$ cat src/rtl/fps_pkg.sv
// Shared codes for the flash programming sequencer.
package fps_pkg;
    localparam int OFF_W = 16;

    typedef enum logic [2:0] {
        OP_UNLOCK = 3'd0, OP_READ = 3'd1, OP_WRITE = 3'd2,
        OP_ERASE  = 3'd3, OP_RESET = 3'd4
    } op_e;

    typedef enum logic [2:0] {
        M_SEL = 3'd0, M_ARRD = 3'd1, M_DRWR = 3'd2, M_DRRD = 3'd3, M_RST = 3'd4
    } mop_e;

    typedef enum logic [2:0] {
        E_OK = 3'd0, E_BUSY = 3'd1, E_STATUS = 3'd2, E_TIMEOUT = 3'd3, E_REJECT = 3'd4
    } err_e;

    typedef enum logic [3:0] {
        K_END, K_SEL, K_WR, K_PIB, K_POR, K_RDS, K_RDB, K_DLY, K_RST
    } kind_e;

    typedef struct packed {
        kind_e      kind;
        logic [7:0] val;
    } step_t;

    localparam logic [7:0] REG_CTL   = 8'h02;
    localparam logic [7:0] REG_DAT   = 8'hB4;
    localparam logic [7:0] KEY_A     = 8'h02;
    localparam logic [7:0] KEY_B     = 8'h01;
    localparam logic [7:0] CMD_ERASE = 8'h03;
    localparam logic [7:0] CMD_READ  = 8'h06;
    localparam logic [7:0] CMD_WRITE = 8'h07;
    localparam logic [7:0] ST_OK     = 8'h0D;
    localparam logic [7:0] ARM_0     = 8'hDE;
    localparam logic [7:0] ARM_1     = 8'hAD;
    localparam logic [7:0] ARM_2     = 8'hA5;

    // Byte-loop step indices of the block scripts.
    localparam logic [4:0] LOOP_FIRST = 5'd13;
    localparam logic [4:0] LOOP_LAST  = 5'd14;
endpackage

$ cat src/rtl/fps_clip.sv
// Transfer length computation.
// Assumes MAX_XFER fits in LW bits and in the one-byte length field.
module fps_clip import fps_pkg::*; #(
    parameter int MAX_XFER = 128,
    parameter int LW       = 8
) (
    input  logic [OFF_W-1:0] off,
    input  logic [OFF_W-1:0] cnt,
    input  logic [OFF_W:0]   size,
    output logic [LW-1:0]    len,
    output logic             past_end
);
    logic [OFF_W:0] remain;
    logic [OFF_W:0] capped;

    // Clip the request to the per-transfer cap and to the end of flash.
    always_comb begin
        past_end = ({1'b0, off} >= size);
        remain   = size - {1'b0, off};
        capped   = ({1'b0, cnt} < (OFF_W+1)'(MAX_XFER)) ? {1'b0, cnt} : (OFF_W+1)'(MAX_XFER);
        if (past_end)
            len = '0;
        else if (remain < capped)
            len = LW'(remain);
        else
            len = LW'(capped);
    end
endmodule

$ cat src/rtl/fps_script.sv
// Handshake script: maps (operation, step index) to one micro-step.
// Block read, block write and erase share the prelude layout.
module fps_script import fps_pkg::*; #(
    parameter int LW = 8
) (
    input  op_e              op,
    input  logic [4:0]       pc,
    input  logic [OFF_W-1:0] off,
    input  logic [LW-1:0]    len,
    input  logic [7:0]       buf_byte,
    output step_t            step
);
    function automatic step_t mk(kind_e k, logic [7:0] v);
        step_t s;
        s.kind = k;
        s.val  = v;
        return s;
    endfunction

    logic is_rd, is_er;
    logic [7:0] cmd;

    // Pick the micro-step for the current index.
    always_comb begin
        is_rd = (op == OP_READ);
        is_er = (op == OP_ERASE);
        cmd   = is_er ? CMD_ERASE : (is_rd ? CMD_READ : CMD_WRITE);
        step  = mk(K_END, 8'h00);
        case (op)
            OP_UNLOCK: case (pc)
                5'd0: step = mk(K_SEL, REG_CTL);
                5'd1: step = mk(K_WR, KEY_A);
                5'd2: step = mk(K_WR, KEY_B);
                5'd3: step = mk(K_DLY, 8'h00);
                default: step = mk(K_END, 8'h00);
            endcase
            OP_RESET: if (pc == 5'd0) step = mk(K_RST, 8'h00);
            OP_READ, OP_WRITE, OP_ERASE: case (pc)
                5'd0:  step = mk(K_SEL, REG_DAT);
                5'd1:  step = mk(K_WR, cmd);
                5'd2, 5'd6, 5'd8, 5'd10: step = mk(K_PIB, 8'h00);
                5'd3, 5'd11: step = mk(K_POR, 8'h00);
                5'd4:  step = mk(K_RDS, 8'h00);
                5'd5:  step = mk(K_WR, is_er ? ARM_0 : off[15:8]);
                5'd7:  step = mk(K_WR, is_er ? ARM_1 : off[7:0]);
                5'd9:  step = mk(K_WR, is_er ? ARM_2 : 8'(len));
                5'd12: step = is_er ? mk(K_END, 8'h00) : mk(K_RDS, 8'h00);
                5'd13: step = is_er ? mk(K_END, 8'h00) :
                              (is_rd ? mk(K_POR, 8'h00) : mk(K_WR, buf_byte));
                5'd14: step = is_er ? mk(K_END, 8'h00) :
                              (is_rd ? mk(K_RDB, 8'h00) : mk(K_PIB, 8'h00));
                5'd15: step = (op == OP_WRITE) ? mk(K_POR, 8'h00) : mk(K_END, 8'h00);
                default: step = mk(K_END, 8'h00);
            endcase
            default: step = mk(K_END, 8'h00);
        endcase
    end
endmodule

$ cat src/rtl/fps_delay.sv
// Tick counter for the unlock settling wait. Counts tick pulses while
// run is high and clears when run drops.
module fps_delay #(
    parameter int LIMIT = 25000
) (
    input  logic clk,
    input  logic rst_n,
    input  logic run,
    input  logic tick,
    output logic expired
);
    localparam int CW = $clog2(LIMIT + 1);
    logic [CW-1:0] cnt;

    // Count ticks up to the limit, cleared outside the wait.
    always_ff @(posedge clk) begin
        if (!rst_n || !run)
            cnt <= '0;
        else if (tick && !expired)
            cnt <= cnt + 1'b1;
    end

    assign expired = (cnt == CW'(LIMIT));
endmodule

$ cat src/rtl/flash_prog_seq.sv
// Flash programming sequencer. It runs unlock, block read, block write,
// erase and target reset as scripts of master primitives. Assumes the
// master accepts one m_req at a time and answers each with one m_done
// pulse. Assumes OUT_TRIES >= IN_TRIES and MAX_XFER <= 128.
module flash_prog_seq import fps_pkg::*; #(
    parameter int ENABLE_WAIT_US = 25000,
    parameter int IN_TRIES       = 20,
    parameter int OUT_TRIES      = 10000,
    parameter int MAX_XFER       = 128
) (
    input  logic                        clk,
    input  logic                        rst_n,
    input  logic                        tick_us,
    input  logic                        op_start,
    input  logic [2:0]                  op_code,
    input  logic [15:0]                 offset,
    input  logic [15:0]                 count,
    input  logic [16:0]                 flash_size,
    output logic                        done,
    output logic [2:0]                  err_code,
    output logic [7:0]                  xfer_count,
    output logic                        m_req,
    output logic [2:0]                  m_op,
    output logic [7:0]                  m_wdata,
    input  logic                        m_done,
    input  logic                        m_fail,
    input  logic [7:0]                  m_rdata,
    output logic [$clog2(MAX_XFER)-1:0] buf_addr,
    output logic                        buf_we,
    output logic [7:0]                  buf_wdata,
    input  logic [7:0]                  buf_rdata
);
    localparam int LW = 8;
    localparam int AW = $clog2(MAX_XFER);
    localparam int TW = $clog2(OUT_TRIES + 1);

    typedef enum logic [2:0] {S_IDLE, S_STEP, S_WAIT, S_GAP, S_DLY} st_e;

    st_e              st;
    op_e              op_q;
    logic [4:0]       pc;
    logic [LW-1:0]    idx, len_q, xfer_q;
    logic [TW-1:0]    tries;
    logic             unlocked;
    logic [OFF_W-1:0] off_q;
    err_e             err_q;
    logic [AW-1:0]    wa_q;
    step_t            stp;
    logic [LW-1:0]    clip_len;
    logic             past_end, dly_done;
    logic             r_ok, r_retry, r_fail;
    err_e             r_code;
    logic             known_op, flash_op;

    fps_clip #(.MAX_XFER(MAX_XFER), .LW(LW)) u_clip (
        .off(offset), .cnt(count), .size(flash_size),
        .len(clip_len), .past_end(past_end));

    fps_script #(.LW(LW)) u_scr (
        .op(op_q), .pc(pc), .off(off_q), .len(len_q),
        .buf_byte(buf_rdata), .step(stp));

    fps_delay #(.LIMIT(ENABLE_WAIT_US)) u_dly (
        .clk(clk), .rst_n(rst_n), .run(st == S_DLY),
        .tick(tick_us), .expired(dly_done));

    // Classify the incoming operation code.
    always_comb begin
        known_op = (op_code <= 3'd4);
        flash_op = (op_code == 3'd1) || (op_code == 3'd2) || (op_code == 3'd3);
    end

    // Judge a master response against the current micro-step.
    always_comb begin
        r_ok = 1'b0; r_retry = 1'b0; r_fail = 1'b0; r_code = E_OK;
        if (m_fail) begin
            r_fail = 1'b1; r_code = E_TIMEOUT;
        end else begin
            case (stp.kind)
                K_PIB: if (!m_rdata[1]) r_ok = 1'b1;
                       else if (tries == TW'(IN_TRIES - 1)) begin r_fail = 1'b1; r_code = E_TIMEOUT; end
                       else r_retry = 1'b1;
                K_POR: if (m_rdata[0]) r_ok = 1'b1;
                       else if (tries == TW'(OUT_TRIES - 1)) begin r_fail = 1'b1; r_code = E_TIMEOUT; end
                       else r_retry = 1'b1;
                K_RDS: if (m_rdata == ST_OK) r_ok = 1'b1;
                       else begin r_fail = 1'b1; r_code = E_STATUS; end
                default: r_ok = 1'b1;
            endcase
        end
    end

    // Main sequencer: start checks, issue, response handling, loop, delay.
    always_ff @(posedge clk) begin
        if (!rst_n) begin
            st <= S_IDLE; op_q <= OP_UNLOCK; pc <= '0; idx <= '0; len_q <= '0;
            xfer_q <= '0; tries <= '0; unlocked <= 1'b0; off_q <= '0; err_q <= E_OK;
            wa_q <= '0; done <= 1'b0; m_req <= 1'b0; m_op <= '0; m_wdata <= '0;
            buf_we <= 1'b0; buf_wdata <= '0;
        end else begin
            done   <= 1'b0;
            m_req  <= 1'b0;
            buf_we <= 1'b0;
            case (st)
                S_IDLE: if (op_start) begin
                    op_q <= op_e'(op_code); off_q <= offset; len_q <= clip_len;
                    pc <= '0; idx <= '0; tries <= '0; xfer_q <= '0;
                    if (!known_op) begin
                        done <= 1'b1; err_q <= E_REJECT;
                    end else if (flash_op && !unlocked) begin
                        done <= 1'b1; err_q <= E_BUSY;
                    end else if (op_code == 3'd2 && past_end) begin
                        done <= 1'b1; err_q <= E_REJECT;
                    end else if (op_code != 3'd3 && flash_op && clip_len == '0) begin
                        done <= 1'b1; err_q <= E_OK;
                    end else begin
                        if (op_code == 3'd4) unlocked <= 1'b0;
                        st <= S_STEP;
                    end
                end
                S_STEP: case (stp.kind)
                    K_END: begin
                        done <= 1'b1; err_q <= E_OK; st <= S_IDLE;
                        if (op_q == OP_UNLOCK) unlocked <= 1'b1;
                    end
                    K_DLY: st <= S_DLY;
                    default: begin
                        m_req   <= 1'b1;
                        m_wdata <= stp.val;
                        case (stp.kind)
                            K_SEL:        m_op <= M_SEL;
                            K_WR:         m_op <= M_DRWR;
                            K_PIB, K_POR: m_op <= M_ARRD;
                            K_RST:        m_op <= M_RST;
                            default:      m_op <= M_DRRD;
                        endcase
                        st <= S_WAIT;
                    end
                endcase
                S_WAIT: if (m_done) begin
                    if (r_fail) begin
                        done <= 1'b1; err_q <= r_code; st <= S_IDLE;
                    end else if (r_retry) begin
                        tries <= tries + 1'b1; st <= S_GAP;
                    end else if (r_ok) begin
                        tries <= '0; st <= S_STEP;
                        if (stp.kind == K_RDB) begin
                            buf_we <= 1'b1; buf_wdata <= m_rdata; wa_q <= idx[AW-1:0];
                        end
                        if (pc == LOOP_LAST) begin
                            xfer_q <= xfer_q + 1'b1;
                            if ({1'b0, idx} + 9'd1 < {1'b0, len_q}) begin
                                idx <= idx + 1'b1; pc <= LOOP_FIRST;
                            end else begin
                                pc <= pc + 1'b1;
                            end
                        end else begin
                            pc <= pc + 1'b1;
                        end
                    end
                end
                S_GAP: if (tick_us) st <= S_STEP;
                S_DLY: if (dly_done) begin pc <= pc + 1'b1; st <= S_STEP; end
                default: st <= S_IDLE;
            endcase
        end
    end

    assign err_code   = err_q;
    assign xfer_count = xfer_q;
    assign buf_addr   = buf_we ? wa_q : idx[AW-1:0];
endmodule

$ cat config.mk
export PLATFORM = sky130hd
export DESIGN_NAME = flash_prog_seq
export DESIGN_NICKNAME = d
export VERILOG_FILES = /design/src/rtl/fps_pkg.sv /design/src/rtl/fps_clip.sv /design/src/rtl/fps_script.sv /design/src/rtl/fps_delay.sv /design/src/rtl/flash_prog_seq.sv
export SDC_FILE = /design/constraint.sdc
export NUM_CORES = 1
export LEC_CHECK = 0
export BUFFER_PORTS_ARGS = -buffer_cell sky130_fd_sc_hd__buf_2
export CORE_UTILIZATION = 58
export CTS_CLUSTER_SIZE = 40
export DETAILED_ROUTE_END_ITERATION = 12
export PLACE_DENSITY = 0.81
export SKIP_CTS_REPAIR_TIMING = 1
export SLEW_MARGIN = 15
export SYNTH_ARGS = -nofsm -noshare
export SYNTH_HDL_FRONTEND = slang
export SYNTH_SLANG_ARGS = --single-unit
$ cat constraint.sdc
create_clock -name clk -period 7.7 [get_ports clk]
set_clock_uncertainty 0.05 [all_clocks]
set_input_delay 1.54 -clock clk [delete_from_list [all_inputs] [get_ports clk]]
set_output_delay 1.54 -clock clk [all_outputs]
set_load 0.005 [all_outputs]
==> results of run 1 <==
==> registers in the layout, summed over array words and instances, names as in the netlist <==
signal,count
wa_q,7
unlocked,1
idx,8
st,3
buf_wdata,8
buf_we,1
u_dly.cnt,15
pc,5
m_wdata,8
done,1
err_code,3
m_req,1
m_op,3
off_q,16
op_q,3
tries,14
xfer_count,8
len_q,8
==> cell usage after synthesis, types with 10 or more instances <==
cell type | n | area [um^2]
dfxtp_1 | 113 | 2260
nand2_1 | 106 | 398
nor2_1 | 101 | 379
a21oi_1 | 74 | 370
inv_1 | 52 | 195
ha_1 | 48 | 601
o21ai_0 | 42 | 210
nand3_1 | 36 | 180
xnor2_1 | 32 | 280
clkbuf_1 | 27 | 101
nor3_1 | 25 | 125
mux2i_1 | 22 | 220
and3_1 | 18 | 113
xor2_1 | 14 | 123
nand4_1 | 13 | 81.3
or3_1 | 13 | 81.3
mux2_2 | 11 | 124
nor4_1 | 11 | 68.8
o21a_1 | 11 | 82.6
a22oi_1 | 10 | 75.1
a31oi_1 | 10 | 62.6
==> routing by layer <==
metal / vias up / routed length [um]
met5: - / 0
met3: 42 / 1300
met1: 3386 / 8560
li1: 3593 / -
met4: 0 / 505
met2: 297 / 9020
==> final cells by class <==
| cell class | count | share of cell area, % |
|---|---|---|
| Inverter | 53 | 2.28 |
| Sequential cell | 113 | 26.0 |
| Clock buffer | 20 | 5.24 |
| Tap cell | 172 | 2.47 |
| Multi-Input combinational cell | 741 | 55.4 |
| Clock inverter | 11 | 1.58 |
| Timing Repair Buffer | 120 | 7.09 |
==> worst min-delay path by stage <==
stage          startpoint  cells past startpoint    endpoint
6_report       m_wdata[4]                      2  m_wdata[4]
3_5_place_dp   m_wdata[4]                      2  m_wdata[4]
4_1_cts        m_wdata[4]                      2  m_wdata[4]
3_3_place_gp   m_wdata[7]                      2  m_wdata[7]
2_1_floorplan    off_q[8]                      2    off_q[8]
5_1_grt          off_q[1]                      2    off_q[1]
==> metrics by stage <==
stage	power (mW)	util, %
after CTS	1.77	69.4
after global placement	0.972	64.6
after global routing	1.85	69.4
final	1.77	69.4
after detailed placement	0.979	64.6
after floorplan	0.881	-
==> kinds of logic (layout without fill, tap and decap cells) <==
family,after synthesis,after routing
compound gates,229,229
xor+xnor,46,46
fa+ha+maj,49,49
buf+inv,94,204
flops,113,113
mux,33,33
other cells,1,8
simple gates,376,376
==> critical path, delay by kind of cell <==
family          cells  cell delay [ps]
fa+ha+maj           3              820
simple gates        2              350
mux                 2              770
buf+inv             2              170
compound gates     13             3210
xor+xnor            1              150
==> power by group through the flow <==
stage	clock network (mW)	logic [mW]	registers, mW
floorplan	0	0.252	0.629
global placement	0	0.335	0.637
detailed placement	0	0.342	0.637
CTS	0.797	0.346	0.625
global route	0.830	0.389	0.628
finish	0.789	0.350	0.626
==> metrics.csv, run 1 <==
stage,metric,value,unit
run_status,status,"finished, final reports clean",
drt,Final Routed Wirelength,19.4,mm
place,Port-buffer cells,113,
timing,hold_ws,405,ps
cells_and_area,final net count,1169,
global_routing,GRT busiest layer,met2,
logic_synthesis,Cell variety after synth,80,
critical_path,Crit. Startpoint,offset[0],
timing,Final period util,87.9,%
cells_and_area,Reg area,0.00226,mm^2
clock_network,TritonCTS buffer count,17,
power,PwrDens,203,mW/mm^2
global_routing,GR Overflow Total,0,
floorplan,Die Y,115,um
logic_synthesis,Post-Synth XOR/XNOR Area,5.41,%
floorplan,Die Wd,115,um
drt,drt pass-1 iters,5,
timing,RSZ-0062 raised after global routing,no,
cells_and_area,final instance area,0.00872,mm^2
clock_network,CTS root buf,clkbuf_16,
global_routing,GRT Util Overall,30.3,%
global_routing,vias in the first global route,6633,
cells_and_area,fraction of layout cells with a size suffix above 1,17.5,%
timing,"Slew Viols, Final",0,
logic_synthesis,largest family of logic cells by synthesized area,simple AND/OR/NAND/NOR gates,
clock_network,"Clk Latency, worst-skew pair",420,ps
power,Flop pwr share,35.5,%
critical_path,r2r startpoint,pc[0],
global_routing,met3 GRT Util,6.06,%
critical_path,Worst setup SP type,input port,
place,dpl cells,1199,
critical_path,CP Class,input port to register,
hold_path,hold crit path type,register to register,
logic_synthesis,dominant synthesized flop cell,dfxtp_1,
clock_network,clk sink count,113,
drt,vias per cell,5.95,
drt,# DRC,0,
critical_path,Critical Path Sink Type,register,
clock_network,clock tree buffer depth,2,
critical_path,crit path DAT,7030,ps
critical_path,end of the critical path,err_code[2],
logic_synthesis,"EDFF count, synth",0,
logic_synthesis,#FFs+latches synth,113,
timing,final setup TNS,0,ps
global_routing,first-pass GRT wire length,31.7,mm
critical_path,CP required,7960,ps
power,logic gate share of total power,19.8,%
logic_synthesis,Post-Synth Simple-Gate Area,25.1,%
timing,Rel. slew slack,18.7,%
drt,vias,7318,
timing,Fin. Hold Viols,0,
floorplan,row cnt,41,
power,Psw,0.501,mW
place,GP Congestion,0.943,
floorplan,core box area,0.0126,mm^2
drt,per-cell routed wire length,15.8,um
logic_synthesis,Compound-Gate Fraction of Synth Area,20.9,%
cells_and_area,Area Growth Syn to Fin,17.1,%
logic_synthesis,Post-Syn Instances,941,
timing,post-route minimum period,6770,ps
flow_run,Max-Cap Viols,0,
critical_path,crit-path max FO,3,
power,sw frac,28.4,%
power,Leak,3.72,nW
clock_network,CTS tree,done,
place,DP HPWL,14.3,mm
global_routing,largest net degree at the start of global routing,54,
logic_synthesis,Async SR Flop Fraction,0,%
logic_synthesis,post-synthesis mux area share,4.62,%
critical_path,cells on worst reg2reg path,11,
cells_and_area,"commonest non-fill, non-tap cells in the layout","dfxtp_1, buf_2, nand2_1",
power,Clock power frac,44.7,%
global_routing,GRT met2 Usage,48.7,%
floorplan,DIE AREA,0.0133,mm^2
floorplan,# IOs,114,
timing,Least-Margin Pin Slew,1210,ps
logic_synthesis,post-synthesis adder-cell area fraction,8.34,%
power,Peak VDD IR,186,uV
critical_path,worst stage delay on the critical path,460,ps
place,placed cell areas,0.00812,mm^2
clock_network,"Clk pin slew, worst setup/hold paths",60,ps
logic_synthesis,sequential share of the synthesized area,30.4,%
global_routing,initial antenna violation count,0,
timing,Final WS setup,933,ps
global_routing,met1 Track Usage GR,40.1,%
timing,final setup fails,0,
critical_path,slowest CP cell,a221oi_1,
logic_synthesis,"Cell Area, Synth",0.00744,mm^2
cells_and_area,fillers,1084,
clock_network,H-tree levels,4,
cells_and_area,Non-Filler Instances,1230,
cells_and_area,Inserted Diodes,0,
logic_synthesis,yosys warns,0,
timing,FMAX,148,MHz
drt,"antenna viol nets, final",0,
drt,1st-iter DRT viols,630,
power,Pint,1.26,mW
critical_path,reg-to-reg endpoint,wa_q[2],
cells_and_area,multi-input logic area,0.00483,mm^2
critical_path,critical path cell sequence,buf_2 > ha_1 > inv_1 > fa_1 > a21o_1 > a221oi_1 > a21boi_0 > o21ai_0 > a21oi_1 > o41a_1 > a21o_1 > a21oi_1 > xnor2_1 > ha_1 > a2111oi_0 > o21ai_0 > nor3_1 > a31oi_1 > nor3_4 > mux2_2 > a221o_1 > a31oi_2 > mux2_2,
critical_path,Reg2Reg Setup Slack,2990,ps
logic_synthesis,syn avg cell area,7.91,um^2
place,Setup WS pre-CTS,587,ps
floorplan,Starting Density,59.2,%
Note: power is estimated with default switching activity, not from simulation.
==> run 2, diff against run 1 <==
--- a/config.mk
+++ b/config.mk
@@ -6,12 +6,13 @@
 export NUM_CORES = 1
 export LEC_CHECK = 0
 export BUFFER_PORTS_ARGS = -buffer_cell sky130_fd_sc_hd__buf_2
-export CORE_UTILIZATION = 58
+export CORE_UTILIZATION = 59
 export CTS_CLUSTER_SIZE = 40
 export DETAILED_ROUTE_END_ITERATION = 12
-export PLACE_DENSITY = 0.81
+export PLACE_DENSITY = 0.82
 export SKIP_CTS_REPAIR_TIMING = 1
 export SLEW_MARGIN = 15
 export SYNTH_ARGS = -nofsm -noshare
 export SYNTH_HDL_FRONTEND = slang
+export SYNTH_HIERARCHICAL = 1
 export SYNTH_SLANG_ARGS = --single-unit
==> run 2 against run 1 <==
Register-to-register slack gained 350 ps. Synthesized area grew 7.1%. Setup slack lost 250 ps. Total power grew 28%. Global-route usage grew 0.51 points. Die area grew 5.2%. Flip-flop and latch count is the same. Wire length grew 8.0%. Sequential power grew 11%. Cell count grew 3.3%. First-iteration DRC count grew 37%. Combinational power grew 100%.
==> metrics.csv, run 2 <==
stage,metric,value,unit,change
run_status,status,"finished, final reports clean",,
global_routing,GRT Util Overall,30.8,%,+0.51 points
critical_path,cells on worst reg2reg path,10,,-1
timing,Least-Margin Pin Slew,1140,ps,-72.4 ps
drt,Final Routed Wirelength,20.9,mm,+8.0%
timing,Final WS setup,687,ps,-245 ps
power,Leak,3.87,nW,+4.2%
place,dpl cells,1239,,+3.3%
drt,per-cell routed wire length,16.5,um,+4.5%
floorplan,core box area,0.0132,mm^2,+4.9%
critical_path,Worst setup SP type,input port,,
critical_path,r2r startpoint,op_q[0],,
cells_and_area,Non-Filler Instances,1271,,+3.3%
timing,post-route minimum period,7010,ps,+245 ps
place,Port-buffer cells,113,,unchanged
logic_synthesis,Post-Syn Instances,989,,+5.1%
critical_path,reg-to-reg endpoint,tries[13],,
hold_path,Hold Crit Start,off_q[4],,
critical_path,crit-path max FO,8,,+5
clock_network,"Clk Latency, worst-skew pair",420,ps,about the same
hold_path,Hold Path Stages,2,,unchanged
critical_path,CP required,7980,ps,+20 ps
power,Clock power frac,37.9,%,-6.8 points
hold_path,hold crit path type,register to register,,
logic_synthesis,yosys warns,6,,+6
power,Peak VDD IR,207,uV,+11%
timing,Final period util,91.1,%,+3.2 points
global_routing,initial antenna violation count,0,,unchanged
place,GP Congestion,0.938,,-0.48%
global_routing,first-pass GRT wire length,35.2,mm,+11%
drt,# DRC,0,,unchanged
place,placed cell areas,0.00857,mm^2,+5.5%
hold_path,Hold Crit Endpoint,off_q[4],,
floorplan,DIE AREA,0.0140,mm^2,+5.2%
clock_network,clk sink count,113,,unchanged
cells_and_area,"commonest non-fill, non-tap cell in the layout",nand2_1,,
global_routing,GR Overflow Total,0,,unchanged
critical_path,crit path DAT,7290,ps,+260 ps
logic_synthesis,"Cell Area, Synth",0.00797,mm^2,+7.1%
drt,vias per cell,6.19,,+4.1%
critical_path,family with the most delay on the worst path,compound AO/OA/AOI/OAI gates,,
clock_network,H-tree levels,4,,unchanged
place,DP HPWL,15.3,mm,+6.9%
drt,1st-iter DRT viols,860,,+37%
global_routing,largest net degree at the start of global routing,60,,+11%
flow_run,Max-Cap Viols,0,,unchanged
clock_network,CTS root buf,clkbuf_16,,
global_routing,vias in the first global route,7321,,+10%
power,sw frac,34.2,%,+5.8 points
critical_path,Critical Path Sink Type,register,,
cells_and_area,top flop regs,"off_q x16, u_dly/cnt x15, tries x14",,
cells_and_area,Top reg by flops,off_q,,
timing,RSZ-0062 raised after global routing,no,,
power,total power,2.25,mW,+28%
floorplan,Starting Density,60.4,%,+1.2 points
critical_path,critical path cell sequence,buf_2 > inv_1 > ha_1 > inv_1 > fa_1 > a21o_1 > a221o_1 > a221o_1 > a211oi_1 > o21ai_1 > a21oi_1 > xnor2_1 > ha_1 > a2111oi_0 > a41oi_2 > nor2_4 > mux2i_1 > nor4_1 > a211oi_1 > or3_1 > a221oi_1 > a21oi_1 > a311oi_1,,
clock_network,CTS tree,done,,
critical_path,slowest CP cell,a2111oi_0,,
floorplan,row cnt,42,,+2.4%
cells_and_area,Reg area,0.00226,mm^2,unchanged
floorplan,Die Wd,118,um,+2.5%
logic_synthesis,Yosys top cell by area,dfxtp_1,,
logic_synthesis,most common cell in the netlist,nand2_1,,
timing,hold_ws,405,ps,+0.287 ps
clock_network,TritonCTS buffer count,17,,unchanged
power,Psw,0.770,mW,+54%
place,Setup WS pre-CTS,331,ps,-256 ps
cells_and_area,"commonest non-fill, non-tap cells in the layout","nand2_1, dfxtp_1, buf_2",,
logic_synthesis,#FFs+latches synth,113,,unchanged
cells_and_area,final instance area,0.00921,mm^2,+5.7%
timing,Rel. slew slack,23.6,%,+4.9 points
floorplan,# IOs,114,,unchanged
logic_synthesis,Cell variety after synth,100,,+25%
cells_and_area,Inserted Diodes,0,,unchanged
critical_path,worst stage delay on the critical path,650,ps,+190 ps
critical_path,sum of buffers and inverters on the critical path,3,,+1
logic_synthesis,"EDFF count, synth",0,,unchanged
critical_path,CP Class,input port to register,,
logic_synthesis,Yosys top cell area share,28.4,%,-2.0 points
cells_and_area,fraction of layout cells with a size suffix above 1,18.1,%,+0.60 points
clock_network,"Clk pin slew, worst setup/hold paths",50,ps,about the same
cells_and_area,post-layout utilization of the core,69.8,%,+0.49 points
logic_synthesis,dominant synthesized flop cell,dfxtp_1,,
drt,"antenna viol nets, final",0,,unchanged
logic_synthesis,Area contributors post-synth,"dfxtp_1, ha_1, nand2_1, mux2i_1, a21oi_1",,
timing,FMAX,143,MHz,-3.5%
timing,"Slew Viols, Final",0,,unchanged
cells_and_area,max reg flops,16,,unchanged
cells_and_area,fillers,1048,,-3.3%
logic_synthesis,"top cells by count, synth","nand2_1, dfxtp_1, nor2_1",,
logic_synthesis,Async SR Flop Fraction,0,%,unchanged
power,Flop pwr share,30.9,%,-4.6 points
logic_synthesis,syn avg cell area,8.06,um^2,+1.9%
timing,Fin. Hold Viols,0,,unchanged
cells_and_area,Area Growth Syn to Fin,15.6,%,
critical_path,Reg2Reg Setup Slack,3340,ps,+350 ps
critical_path,Levels on crit path,23,,unchanged
power,PwrDens,245,mW/mm^2,+21%
timing,final setup fails,0,,unchanged
clock_network,clock tree buffer depth,2,,unchanged
cells_and_area,final net count,1203,,+2.9%
timing,final setup TNS,0,ps,unchanged
power,logic gate share of total power,31.2,%,+11 points
cells_and_area,multi-input logic area,0.00531,mm^2,+10%
power,Pint,1.48,mW,+17%
logic_synthesis,sequential share of the synthesized area,28.4,%,-2.0 points
drt,vias,7872,,+7.6%
drt,drt pass-1 iters,8,,+3
floorplan,Die Y,118,um,+2.5%
run 2: changes by cell type in the layout (fill, tap and decap cells not counted), moves of 10 or more:
cell	delta
inv_1	-10
mux2i_1	+17
nand2_1	+13
nand3_1	+11
nor2_1	-20
nor3_1	-10
o31ai_1	+12
xnor2_1	-15
run 2: cell families (layout without fill, tap and decap cells):
logic type	count (synthesis)	in the layout	synth area share, %
simple gates	419	419	28.7
compound gates	238	238	21.0
flops	113	113	28.4
buf+inv	96	195	5.37
fa+ha+maj	47	47	7.47
mux	46	46	5.89
xor+xnor	29	29	3.19
other cells	1	8	0.0470
run 2: routing by layer:
layer,track usage [%],vias to the layer above,share of wire (%)
met5,0,-,0
met4,11.4,0,2.6
met3,6.03,56,6.9
met2,49.9,325,47
met1,40.6,3679,44
li1,-,3812,-
run 2: tightest hold or removal path, stage by stage (launching register included):
cell     delay [ps]
dfxtp_1         310
nand2_1          50
a21oi_1          50
run 2: power groups by stage:
stage,Clock (mW),Combinational [mW],Sequential (mW)
final,0.854,0.703,0.697
after global routing,0.892,0.783,0.705
after detailed placement,0,0.687,0.706
after CTS,0.862,0.696,0.695
after floorplan,0,0.543,0.676
after global placement,0,0.674,0.706
run 2: layout make-up:
type	instances	share of cell area (%)
clock buffer	19	4.70
clock inverter	13	2.30
inverter	44	1.79
multi-input combinational	787	57.6
sequential	113	24.6
tap	176	2.39
timing repair buffer	119	6.63
run 2: how the worst max path moves through the flow:
stage | start | endpoint | slack [ps]
after floorplan | flash_size[0] | err_code[2] | 1080
after global placement | flash_size[0] | err_code[0] | 550
after detailed placement | flash_size[0] | err_code[0] | 330
after CTS | flash_size[0] | err_code[0] | 740
after global routing | flash_size[0] | err_code[0] | 290
final | flash_size[0] | err_code[0] | 690
==> run 3, diff against run 2 <==
--- a/config.mk
+++ b/config.mk
@@ -10,6 +10,7 @@
 export CTS_CLUSTER_SIZE = 40
 export DETAILED_ROUTE_END_ITERATION = 12
 export PLACE_DENSITY = 0.82
+export RECOVER_POWER = 100
 export SKIP_CTS_REPAIR_TIMING = 1
 export SLEW_MARGIN = 15
 export SYNTH_ARGS = -nofsm -noshare
==> run 3 against run 2 <==
The run now ends with max-capacitance violations, max-slew violations left. Combinational power shrank 0.7%. Highest routed layer unchanged. Hold slack gained 1.3 ps. Sequential power is essentially flat. Flip-flop and latch count is the same. Total power shrank 0.18%. Critical path type unchanged. Die area is the same. Sequential share of layout area grew 0.087 points. Critical endpoint unchanged. Clock power is essentially flat. Largest cell class unchanged.
==> metrics.csv, run 3 (synthesized netlist as in run 2, its figures left out) <==
stage,metric,value,unit,change
global_routing,vias in the first global route,7321,,unchanged
clock_network,CTS root buf,clkbuf_16,,
critical_path,Crit. Startpoint,flash_size[0],,
critical_path,Critical Path Sink Type,register,,
power,Peak VDD IR,207,uV,+0.25%
floorplan,Die Wd,118,um,unchanged
global_routing,initial antenna violation count,0,,unchanged
run_status,violations in the final reports,"max-capacitance violations, max-slew violations",,
cells_and_area,final net count,1203,,unchanged
timing,"Slew Viols, Final",75,,+75
critical_path,CP Class,input port to register,,
power,Flop pwr share,31.0,%,about the same
global_routing,met3 GRT Util,6.03,%,unchanged
timing,RSZ-0062 raised after global routing,no,,
floorplan,DIE AREA,0.0140,mm^2,unchanged
flow_run,Max-Cap Viols,2,,+2
place,GP Congestion,0.938,,unchanged
cells_and_area,fillers,1061,,+1.2%
critical_path,crit-path max FO,8,,unchanged
drt,Final Routed Wirelength,20.9,mm,about the same
drt,# DRC,0,,unchanged
timing,post-route minimum period,7060,ps,+49.1 ps
cells_and_area,fraction of layout cells with a size suffix above 1,16.5,%,-1.6 points
hold_path,Hold Crit Start,off_q[4],,
cells_and_area,Area Growth Syn to Fin,15.2,%,
cells_and_area,"commonest non-fill, non-tap cells in the layout","nand2_1, dfxtp_1, buf_2",,
floorplan,Starting Density,60.4,%,unchanged
timing,final setup fails,0,,unchanged
drt,vias,7870,,-0.025%
clock_network,"Clk pin slew, worst setup/hold paths",50,ps,about the same
power,Leak,3.81,nW,-1.7%
drt,"antenna viol nets, final",0,,unchanged
run_status,status,finished with violations,,
place,Port-buffer cells,113,,unchanged
global_routing,GR Overflow Total,0,,unchanged
hold_path,hold crit path type,register to register,,
clock_network,CTS tree,done,,
clock_network,clk sink count,113,,unchanged
cells_and_area,"commonest non-fill, non-tap cell in the layout",nand2_1,,
drt,vias per cell,6.19,,about the same
drt,1st-iter DRT viols,840,,-2.3%
floorplan,Die Y,118,um,unchanged
drt,per-cell routed wire length,16.5,um,about the same
critical_path,crit path DAT,7310,ps,+20 ps
place,placed cell areas,0.00857,mm^2,unchanged
cells_and_area,max reg flops,16,,unchanged
place,DP HPWL,15.3,mm,unchanged
timing,Final period util,91.7,%,+0.64 points
clock_network,clock tree buffer depth,2,,unchanged
timing,final setup TNS,0,ps,unchanged
cells_and_area,top flop regs,"off_q x16, u_dly/cnt x15, tries x14",,
power,sw frac,34.2,%,+0.052 points
timing,Least-Margin Pin Slew,2770,ps,+1630 ps
power,Pint,1.48,mW,-0.25%
floorplan,row cnt,42,,unchanged
critical_path,CP required,7950,ps,-30 ps
floorplan,core box area,0.0132,mm^2,unchanged
global_routing,GRT busiest layer,met2,,
global_routing,first-pass GRT wire length,35.2,mm,unchanged
power,logic gate share of total power,31.0,%,-0.2 points
global_routing,largest net degree at the start of global routing,60,,unchanged
global_routing,GRT met2 Usage,49.9,%,unchanged
clock_network,TritonCTS buffer count,17,,unchanged
timing,FMAX,142,MHz,-0.69%
drt,drt pass-1 iters,5,,-3
critical_path,r2r startpoint,op_q[1],,
hold_path,Hold Path Stages,2,,unchanged
timing,Fin. Hold Viols,0,,unchanged
cells_and_area,Top reg by flops,off_q,,
critical_path,cells on worst reg2reg path,10,,unchanged
power,Clock power frac,38.0,%,about the same
global_routing,GRT Util Overall,30.8,%,unchanged
timing,Rel. slew slack,-84.5,%,-110 points
clock_network,"Clk Latency, worst-skew pair",430,ps,about the same
global_routing,met1 Track Usage GR,40.6,%,unchanged
timing,hold_ws,406,ps,+1.34 ps
cells_and_area,final instance area,0.00918,mm^2,-0.35%
power,PwrDens,245,mW/mm^2,+0.18%
power,Psw,0.770,mW,about the same
cells_and_area,Inserted Diodes,0,,unchanged
clock_network,H-tree levels,4,,unchanged
critical_path,Worst setup SP type,input port,,
floorplan,# IOs,114,,unchanged
cells_and_area,post-layout utilization of the core,69.6,%,-0.25 points
power,total power,2.25,mW,-0.18%
## run 3: layer usage
layer / vias to the layer above / part of all wire [%]
met4: 0 / 2.5
met2: 327 / 46
met5: - / 0
met3: 50 / 7.0
met1: 3680 / 44
li1: 3813 / -
## run 3: area by class of cell
type	count	area, um^2	area share [%]
clock buffers	19	433	4.72
multi-input cells	787	5300	57.7
repair buffers	119	588	6.41
inverters	44	165	1.80
well taps	176	220	2.40
clock inverters	13	211	2.30
flip-flops and latches	113	2260	24.6
## run 3: worst paths after layout
kind / slack [ps] / to
setup / recovery: 640 / err_code[0]
setup reg to reg: 2650 / tries[13]
hold / removal: 410 / off_q[4]
hold reg to reg: 410 / off_q[4]
## run 3: critical path, stage by stage
cell and delay [ps]:
buf_2 90, inv_1 40, ha_1 150, inv_1 50
fa_1 390, a21o_1 210, a221o_1 380, a221o_1 410
a211oi_1 250, o21ai_0 120, a21oi_1 200, xnor2_1 140
ha_1 260, a2111oi_0 640, a41oi_2 240, nor2_4 330
mux2i_1 140, nor4_1 340, a211oi_1 150, or3_1 390
a221oi_1 460, a21oi_1 120, a311oi_1 240
## run 3: through the flow
step | setup WS (ps) | std cells
after global placement | 551 | 1239
final | 638 | 1271
after global routing | 257 | 1271
after detailed placement | 331 | 1239
after floorplan | 1080 | 996
after CTS | 736 | 1271
## run 3: power by group through the flow
stage / clock network, mW / logic [mW] / registers [mW]
after floorplan: 0 / 0.543 / 0.676
after global placement: 0 / 0.674 / 0.706
after detailed placement: 0 / 0.687 / 0.706
after CTS: 0.862 / 0.696 / 0.695
after global routing: 0.892 / 0.777 / 0.706
final: 0.855 / 0.698 / 0.698
